### src/rtl/batt_warn_pkg.sv
package batt_warn_pkg;

    typedef enum logic [2:0] {
        PM_FULL    = 3'd0,
        PM_SLOW    = 3'd1,
        PM_DOZE    = 3'd2,
        PM_SLEEP   = 3'd3,
        PM_SUSPEND = 3'd4,
        PM_OFF     = 3'd5
    } pwr_mode_e;

    typedef enum logic [1:0] {
        MW_IDLE,
        MW_ACTIVE,
        MW_REQ_ARMED,
        MW_BLOCKED
    } mw_state_e;

    typedef enum logic [1:0] {
        LW_IDLE,
        LW_ACTIVE,
        LW_SPENT
    } lw_state_e;

    typedef enum logic [1:0] {
        CK_OFF,
        CK_HOLD,
        CK_ARMED
    } ck_state_e;

    localparam int PIN_MID = 0;
    localparam int PIN_LOW = 1;
    localparam int PIN_END = 2;
    localparam int N_PINS  = 3;

    // Sleep and deeper (including unused codes) block the mid warning
    function automatic logic deep_mode(input logic [2:0] mode);
        return mode >= 3'(PM_SLEEP);
    endfunction

endpackage

### src/rtl/bwi_pin_sync.sv
module bwi_pin_sync #(
    parameter int N_PINS = 3,
    parameter int STAGES = 2
) (
    input  logic              clk,
    input  logic              rst_n,
    input  logic [N_PINS-1:0] pin_raw,
    output logic [N_PINS-1:0] pin_sync,
    output logic [N_PINS-1:0] pin_prev
);

    localparam int TOP = STAGES - 1;

    for (genvar g = 0; g < N_PINS; g++) begin : g_pin
        logic [STAGES-1:0] chain_q;
        logic              prev_q;

        // Pins idle high, so reset to 1 to avoid a false edge
        always_ff @(posedge clk or negedge rst_n) begin
            if (!rst_n) begin
                chain_q <= '1;
                prev_q  <= 1'b1;
            end else begin
                chain_q <= {chain_q[TOP-1:0], pin_raw[g]};
                prev_q  <= chain_q[TOP];
            end
        end

        assign pin_sync[g] = chain_q[TOP];
        assign pin_prev[g] = prev_q;
    end

endmodule

### src/rtl/bwi_mid_source.sv
module bwi_mid_source
    import batt_warn_pkg::*;
(
    input  logic       clk,
    input  logic       rst_n,
    input  logic       lvl,
    input  logic       lvl_prev,
    input  logic       end_ok,
    input  logic [2:0] mode,
    input  logic       enable,
    input  logic       ctl_rd,
    input  logic       stat_wr,
    input  logic       clk_stopped,
    output logic       flag,
    output logic       clk_start
);

    mw_state_e st_q, st_d;
    logic      edge_ok;

    assign edge_ok = enable && end_ok && !deep_mode(mode) && lvl_prev && !lvl;

    always_ff @(posedge clk or negedge rst_n) begin
        if (!rst_n) st_q <= MW_IDLE;
        else        st_q <= st_d;
    end

    always_comb begin
        st_d = st_q;
        unique case (st_q)
            MW_IDLE: begin
                if (edge_ok) st_d = MW_ACTIVE;
            end
            MW_ACTIVE: begin
                if (ctl_rd && stat_wr) st_d = MW_IDLE;
                else if (ctl_rd)       st_d = MW_REQ_ARMED;
                else if (stat_wr)      st_d = MW_BLOCKED;
            end
            MW_REQ_ARMED: begin
                if (edge_ok)      st_d = MW_ACTIVE;
                else if (stat_wr) st_d = MW_IDLE;
            end
            MW_BLOCKED: begin
                if (ctl_rd) st_d = MW_IDLE;
            end
            default: st_d = MW_IDLE;
        endcase
    end

    always_comb begin
        flag      = (st_q == MW_ACTIVE) || (st_q == MW_REQ_ARMED);
        clk_start = edge_ok && ((st_q == MW_IDLE) || (st_q == MW_REQ_ARMED))
                    && (mode == 3'(PM_DOZE)) && clk_stopped;
    end

endmodule

### src/rtl/bwi_low_source.sv
module bwi_low_source
    import batt_warn_pkg::*;
(
    input  logic clk,
    input  logic rst_n,
    input  logic lvl,
    input  logic enable,
    input  logic ctl_rd,
    input  logic stat_wr,
    output logic flag,
    output logic clk_start
);

    lw_state_e st_q, st_d;
    logic      trig;

    assign trig = enable && !lvl;

    always_ff @(posedge clk or negedge rst_n) begin
        if (!rst_n) st_q <= LW_IDLE;
        else        st_q <= st_d;
    end

    always_comb begin
        st_d = st_q;
        unique case (st_q)
            LW_IDLE: begin
                if (trig) st_d = LW_ACTIVE;
            end
            LW_ACTIVE: begin
                if (stat_wr) st_d = (ctl_rd && lvl) ? LW_IDLE : LW_SPENT;
            end
            LW_SPENT: begin
                if (ctl_rd && lvl) st_d = LW_IDLE;
            end
            default: st_d = LW_IDLE;
        endcase
    end

    always_comb begin
        flag      = (st_q == LW_ACTIVE);
        clk_start = trig && (st_q == LW_IDLE);
    end

endmodule

### src/rtl/bwi_clk_hold.sv
module bwi_clk_hold
    import batt_warn_pkg::*;
#(
    parameter int CTL_W = 8
) (
    input  logic             clk,
    input  logic             rst_n,
    input  logic             start_mid,
    input  logic             start_low,
    input  logic             ctl_wr,
    input  logic [CTL_W-1:0] ctl_wdata,
    input  logic             refresh_tick,
    output logic             force_on
);

    ck_state_e st_q, st_d;
    logic      strict_q, strict_d;
    logic      any_start, wr_zero, qual_wr;

    assign any_start = start_mid || start_low;
    assign wr_zero   = (ctl_wdata == '0);
    assign qual_wr   = ctl_wr && (wr_zero || !strict_q);

    always_ff @(posedge clk or negedge rst_n) begin
        if (!rst_n) begin
            st_q     <= CK_OFF;
            strict_q <= 1'b0;
        end else begin
            st_q     <= st_d;
            strict_q <= strict_d;
        end
    end

    always_comb begin
        st_d = st_q;
        unique case (st_q)
            CK_OFF: begin
                if (any_start) st_d = CK_HOLD;
            end
            CK_HOLD: begin
                // a refresh in the same cycle as the write is not counted
                if (!any_start && qual_wr) st_d = CK_ARMED;
            end
            CK_ARMED: begin
                if (any_start)         st_d = CK_HOLD;
                else if (refresh_tick) st_d = CK_OFF;
            end
            default: st_d = CK_OFF;
        endcase
    end

    always_comb begin
        if (st_d == CK_OFF) strict_d = 1'b0;
        else                strict_d = strict_q || start_low;
        force_on = (st_q != CK_OFF);
    end

endmodule

### src/rtl/batt_warn_irq.sv
module batt_warn_irq
    import batt_warn_pkg::*;
#(
    parameter int CTL_W       = 8,
    parameter int SYNC_STAGES = 2
) (
    input  logic             clk,
    input  logic             rst_n,
    input  logic             wrn_mid_n,
    input  logic             wrn_low_n,
    input  logic             wrn_end_n,
    input  logic [2:0]       pwr_mode,
    input  logic             cpu_clk_stopped,
    input  logic             refresh_tick,
    input  logic             en_mid,
    input  logic             en_low,
    input  logic             ctl_rd,
    input  logic             ctl_wr,
    input  logic [CTL_W-1:0] ctl_wdata,
    input  logic             stat_wr,
    output logic             mgmt_irq,
    output logic             mid_flag,
    output logic             low_flag,
    output logic             clk_force_on
);

    logic [N_PINS-1:0] raw, syn, prv;
    logic              mid_start, low_start;

    always_comb begin
        raw          = '1;
        raw[PIN_MID] = wrn_mid_n;
        raw[PIN_LOW] = wrn_low_n;
        raw[PIN_END] = wrn_end_n;
    end

    bwi_pin_sync #(.N_PINS(N_PINS), .STAGES(SYNC_STAGES)) u_sync (
        .clk      (clk),
        .rst_n    (rst_n),
        .pin_raw  (raw),
        .pin_sync (syn),
        .pin_prev (prv)
    );

    bwi_mid_source u_mid (
        .clk         (clk),
        .rst_n       (rst_n),
        .lvl         (syn[PIN_MID]),
        .lvl_prev    (prv[PIN_MID]),
        .end_ok      (syn[PIN_END]),
        .mode        (pwr_mode),
        .enable      (en_mid),
        .ctl_rd      (ctl_rd),
        .stat_wr     (stat_wr),
        .clk_stopped (cpu_clk_stopped),
        .flag        (mid_flag),
        .clk_start   (mid_start)
    );

    bwi_low_source u_low (
        .clk       (clk),
        .rst_n     (rst_n),
        .lvl       (syn[PIN_LOW]),
        .enable    (en_low),
        .ctl_rd    (ctl_rd),
        .stat_wr   (stat_wr),
        .flag      (low_flag),
        .clk_start (low_start)
    );

    bwi_clk_hold #(.CTL_W(CTL_W)) u_hold (
        .clk          (clk),
        .rst_n        (rst_n),
        .start_mid    (mid_start),
        .start_low    (low_start),
        .ctl_wr       (ctl_wr),
        .ctl_wdata    (ctl_wdata),
        .refresh_tick (refresh_tick),
        .force_on     (clk_force_on)
    );

    assign mgmt_irq = (mid_flag && en_mid) || (low_flag && en_low);

    // prv[PIN_LOW] and prv[PIN_END] are not needed by any source
    logic unused_prev;
    assign unused_prev = ^{prv[PIN_LOW], prv[PIN_END]};

endmodule

### config.mk
export PLATFORM = sky130hd
export DESIGN_NAME = batt_warn_irq
export DESIGN_NICKNAME = d
export VERILOG_FILES = /design/src/rtl/batt_warn_pkg.sv /design/src/rtl/bwi_pin_sync.sv /design/src/rtl/bwi_mid_source.sv /design/src/rtl/bwi_low_source.sv /design/src/rtl/bwi_clk_hold.sv /design/src/rtl/batt_warn_irq.sv
export SDC_FILE = /design/constraint.sdc
export NUM_CORES = 1
export LEC_CHECK = 0
export ABC_AREA = 0
export BUFFER_PORTS_ARGS = -buffer_cell sky130_fd_sc_hd__buf_2
export CORE_MARGIN = 2
export CORE_UTILIZATION = 40
export CTS_CLUSTER_SIZE = 25
export DETAILED_ROUTE_END_ITERATION = 8
export MAX_ROUTING_LAYER = met4
export PLACE_DENSITY = 0.68
export SLEW_MARGIN = 20
export SYNTH_ARGS = -nofsm -noshare
export SYNTH_HDL_FRONTEND = slang
export SYNTH_SLANG_ARGS = --single-unit
### constraint.sdc
create_clock -name clk -period 1.6 [get_ports clk]
set_input_delay 0.32 -clock clk [delete_from_list [all_inputs] [get_ports clk]]
set_output_delay 0.32 -clock clk [all_outputs]
set_load 0.02 [all_outputs]
==> out/qor.csv <==
metric,value,unit
finalSetupViolations,2,
yosys_warnings,0,
synth_ff_type,dfstp_2,
maxSlewViolCount,0,
vias,577,
root_buffer,clkbuf_4,
grt_overflow,0,
synthCells,56,
dpl_cell_area,836,sq um
tightestPinTransition,0.324,ns
core_area,0.00156,sq mm
cp.arrival,1.40,ns
worst_ep_required_time,1.28,ns
reg2reg_to,u_hold.strict_q$_DFF_PN0_,
hp-class,in2reg,
finalPower,0.00143,W
syn_nets,84,
hold_viol_final,0,
met3_usage,3.57,%
slew-limit-headroom,78.3,%
start_kind,register,
fin_util,63.3,%
synthArstFlopShare,100,%
layout_setup_ws,-0.122,ns
drtIter0Drc,0,
r2r-start,u_mid.st_q[0]$_DFFE_PN0P_,
clock_latency,0.28,ns
ant_nets,0,
route.detailed.drc,0,
io_pins,27,
wl,1540,um
initial_core_util,44.0,%
cts_buffer_depth,2,
run_status,"complete, but fails checks",
fin_crit_sh,108,%
ys_ff_latch,14,
crit_fanout,3,
synth-edff-count,0,
placed_cells,98,
clock-sinks,14,
use_met2,28.5,%
synth_common_cells,"dfrtp_1 (7), dfstp_2 (7), inv_1 (7)",
crit_type,reg2out,
hold_ws,0.134,ns
track_usage,17.8,%
reg2reg_slack,-0.04,ns
grt_pass1_vias,590,
yosysTopAreaCellShare,26.8,%
die_y,45.4,um
h-tree-depth,1,
rows,14,
grt_pass1_wl,2510,um
drive_above_1_share,58.3,%
io_buffers,26,
power.leakage,0.474,nW
dp_hpwl,1150,um
busiest_layer,met2,
reg2regPathDepth,8,
clkTransAtPathRegs,0.08,ns
finish.net_count,125,
cts_tree,built,
cap_violations,0,
ys_types,24,
hold_end,u_sync.g_pin[1].chain_q[0]$_DFF_PN1_,
finalClockSkew,0.00308,ns
place_congestion,0.729,
rsz0062_at_grt,yes,
antenna_found_initial,0,
hp-start,wrn_low_n,
min_period,1.72,ns
synth_area_leader_cell,dfstp_2,
area_delta_synth_final,44.0,%
stdcell_area,987,sq um
cts_buffers,3,
peakVddDrop,0.885,mV
final_cells,112,
synth_area_per_cell,12.2,sq um
powerDensity,1450,mW/mm^2
min_path_cells,1,
antenna_cells,0,
viasPerCell,5.15,
dieArea,0.00206,sq mm
drt_first_pass_iters,1,
yosys-top-cells-area,"dfstp_2 (27%), dfrtp_1 (26%), ha_1 (9.1%)",
grt_max_degree,15,
die_w,45.4,um
syn_area,686,sq um
met1_usage,22.1,%
violations,setup timing,
max_freq,581,MHz
setup.worst_path.end_class,primary output,
seq_area_frac_synth,52.4,%
routedWlPerCell,13.8,um
logic make-up after synthesis:
group | after synthesis | synth area share [%]
AND/OR/NAND/NOR | 11 | 13.0
buffers and inverters | 7 | 3.83
adder cells (fa/ha/maj) | 5 | 9.12
multiplexers | 2 | 2.92
AO/OA/AOI/OAI | 17 | 18.8
flip-flops | 14 | 52.4
registers in the layout, summed over array words and instances (netlist names):
signal and cells:
u_hold.st_q 2, u_mid.st_q 2, u_sync.g_pin.chain_q 6, u_sync.g_pin.prev_q 1, u_low.st_q 2, u_hold.strict_q 1
layer usage:
metal / share of wire, % / up-vias / wire [um]
met5: 0 / - / 0
li1: - / 287 / -
met4: 1.2 / 0 / 18
met3: 2.7 / 2 / 42
met1: 44 / 275 / 673
met2: 52 / 13 / 809
cell usage in the layout, fill, tap and decap left out, types with 2 or more instances in the layout:
cell type,n
nand4b_1,2
dfrtp_1,7
or4_1,2
ha_1,3
buf_2,25
clkbuf_4,3
inv_1,5
buf_4,9
inv_2,2
mux2i_1,2
a21oi_1,5
o211ai_1,2
dfstp_2,7
nor2b_1,3
ha_4,2
report_power, final:
part           leakage (nW)  switching, W  internal, W
clock network        0.0210      0.000108     0.000138
logic                 0.289      0.000338     0.000364
registers             0.164     0.0000591     0.000425
what timing repair did:
action,4_1_cts,5_1_grt
pin swaps,3,3
gates resized for setup,6,2
endpoints found under the setup margin,2,3
cloned,0,0
endpoints found under the hold margin,7,0
setup buffers,5,4
hold buffers,1,0
cell type report:
class                      instances  area [sq um]
fill                             129           572
sequential                        14           359
multi-input combinational         35           332
timing repair buffer              36           214
clock buffer                       4          36.3
inverter                           7          26.3
tap                               16          20.0
per-stage QoR:
stage | setup WS [ns] | setup TNS [ns]
final | -0.122 | -0.163
after global routing | -0.151 | -0.331
after CTS | -0.0321 | -0.0321
after detailed placement | 0.0419 | 0
after global placement | 0.0437 | 0
after floorplan | 0.133 | 0
critical path: stages (launching register included):
cell,delay (ns)
dfrtp_1,0.40
inv_2,0.08
buf_4,0.11
ha_4,0.19
a22o_1,0.21
buf_6,0.13
worst max path at each step:
stage,from,endpoint,depth (start not counted)
5_1_grt,u_mid.st_q[0]$_DFFE_PN0P_,mgmt_irq,5
3_3_place_gp,u_mid.st_q[0]$_DFFE_PN0P_,u_hold.strict_q$_DFF_PN0_,6
4_1_cts,u_mid.st_q[1]$_DFFE_PN0P_,mgmt_irq,4
2_1_floorplan,u_mid.st_q[0]$_DFFE_PN0P_,mgmt_irq,3
3_5_place_dp,u_mid.st_q[0]$_DFFE_PN0P_,u_hold.strict_q$_DFF_PN0_,6
6_report,u_mid.st_q[0]$_DFFE_PN0P_,mgmt_irq,5
Note: power is estimated with default switching activity, not from simulation.
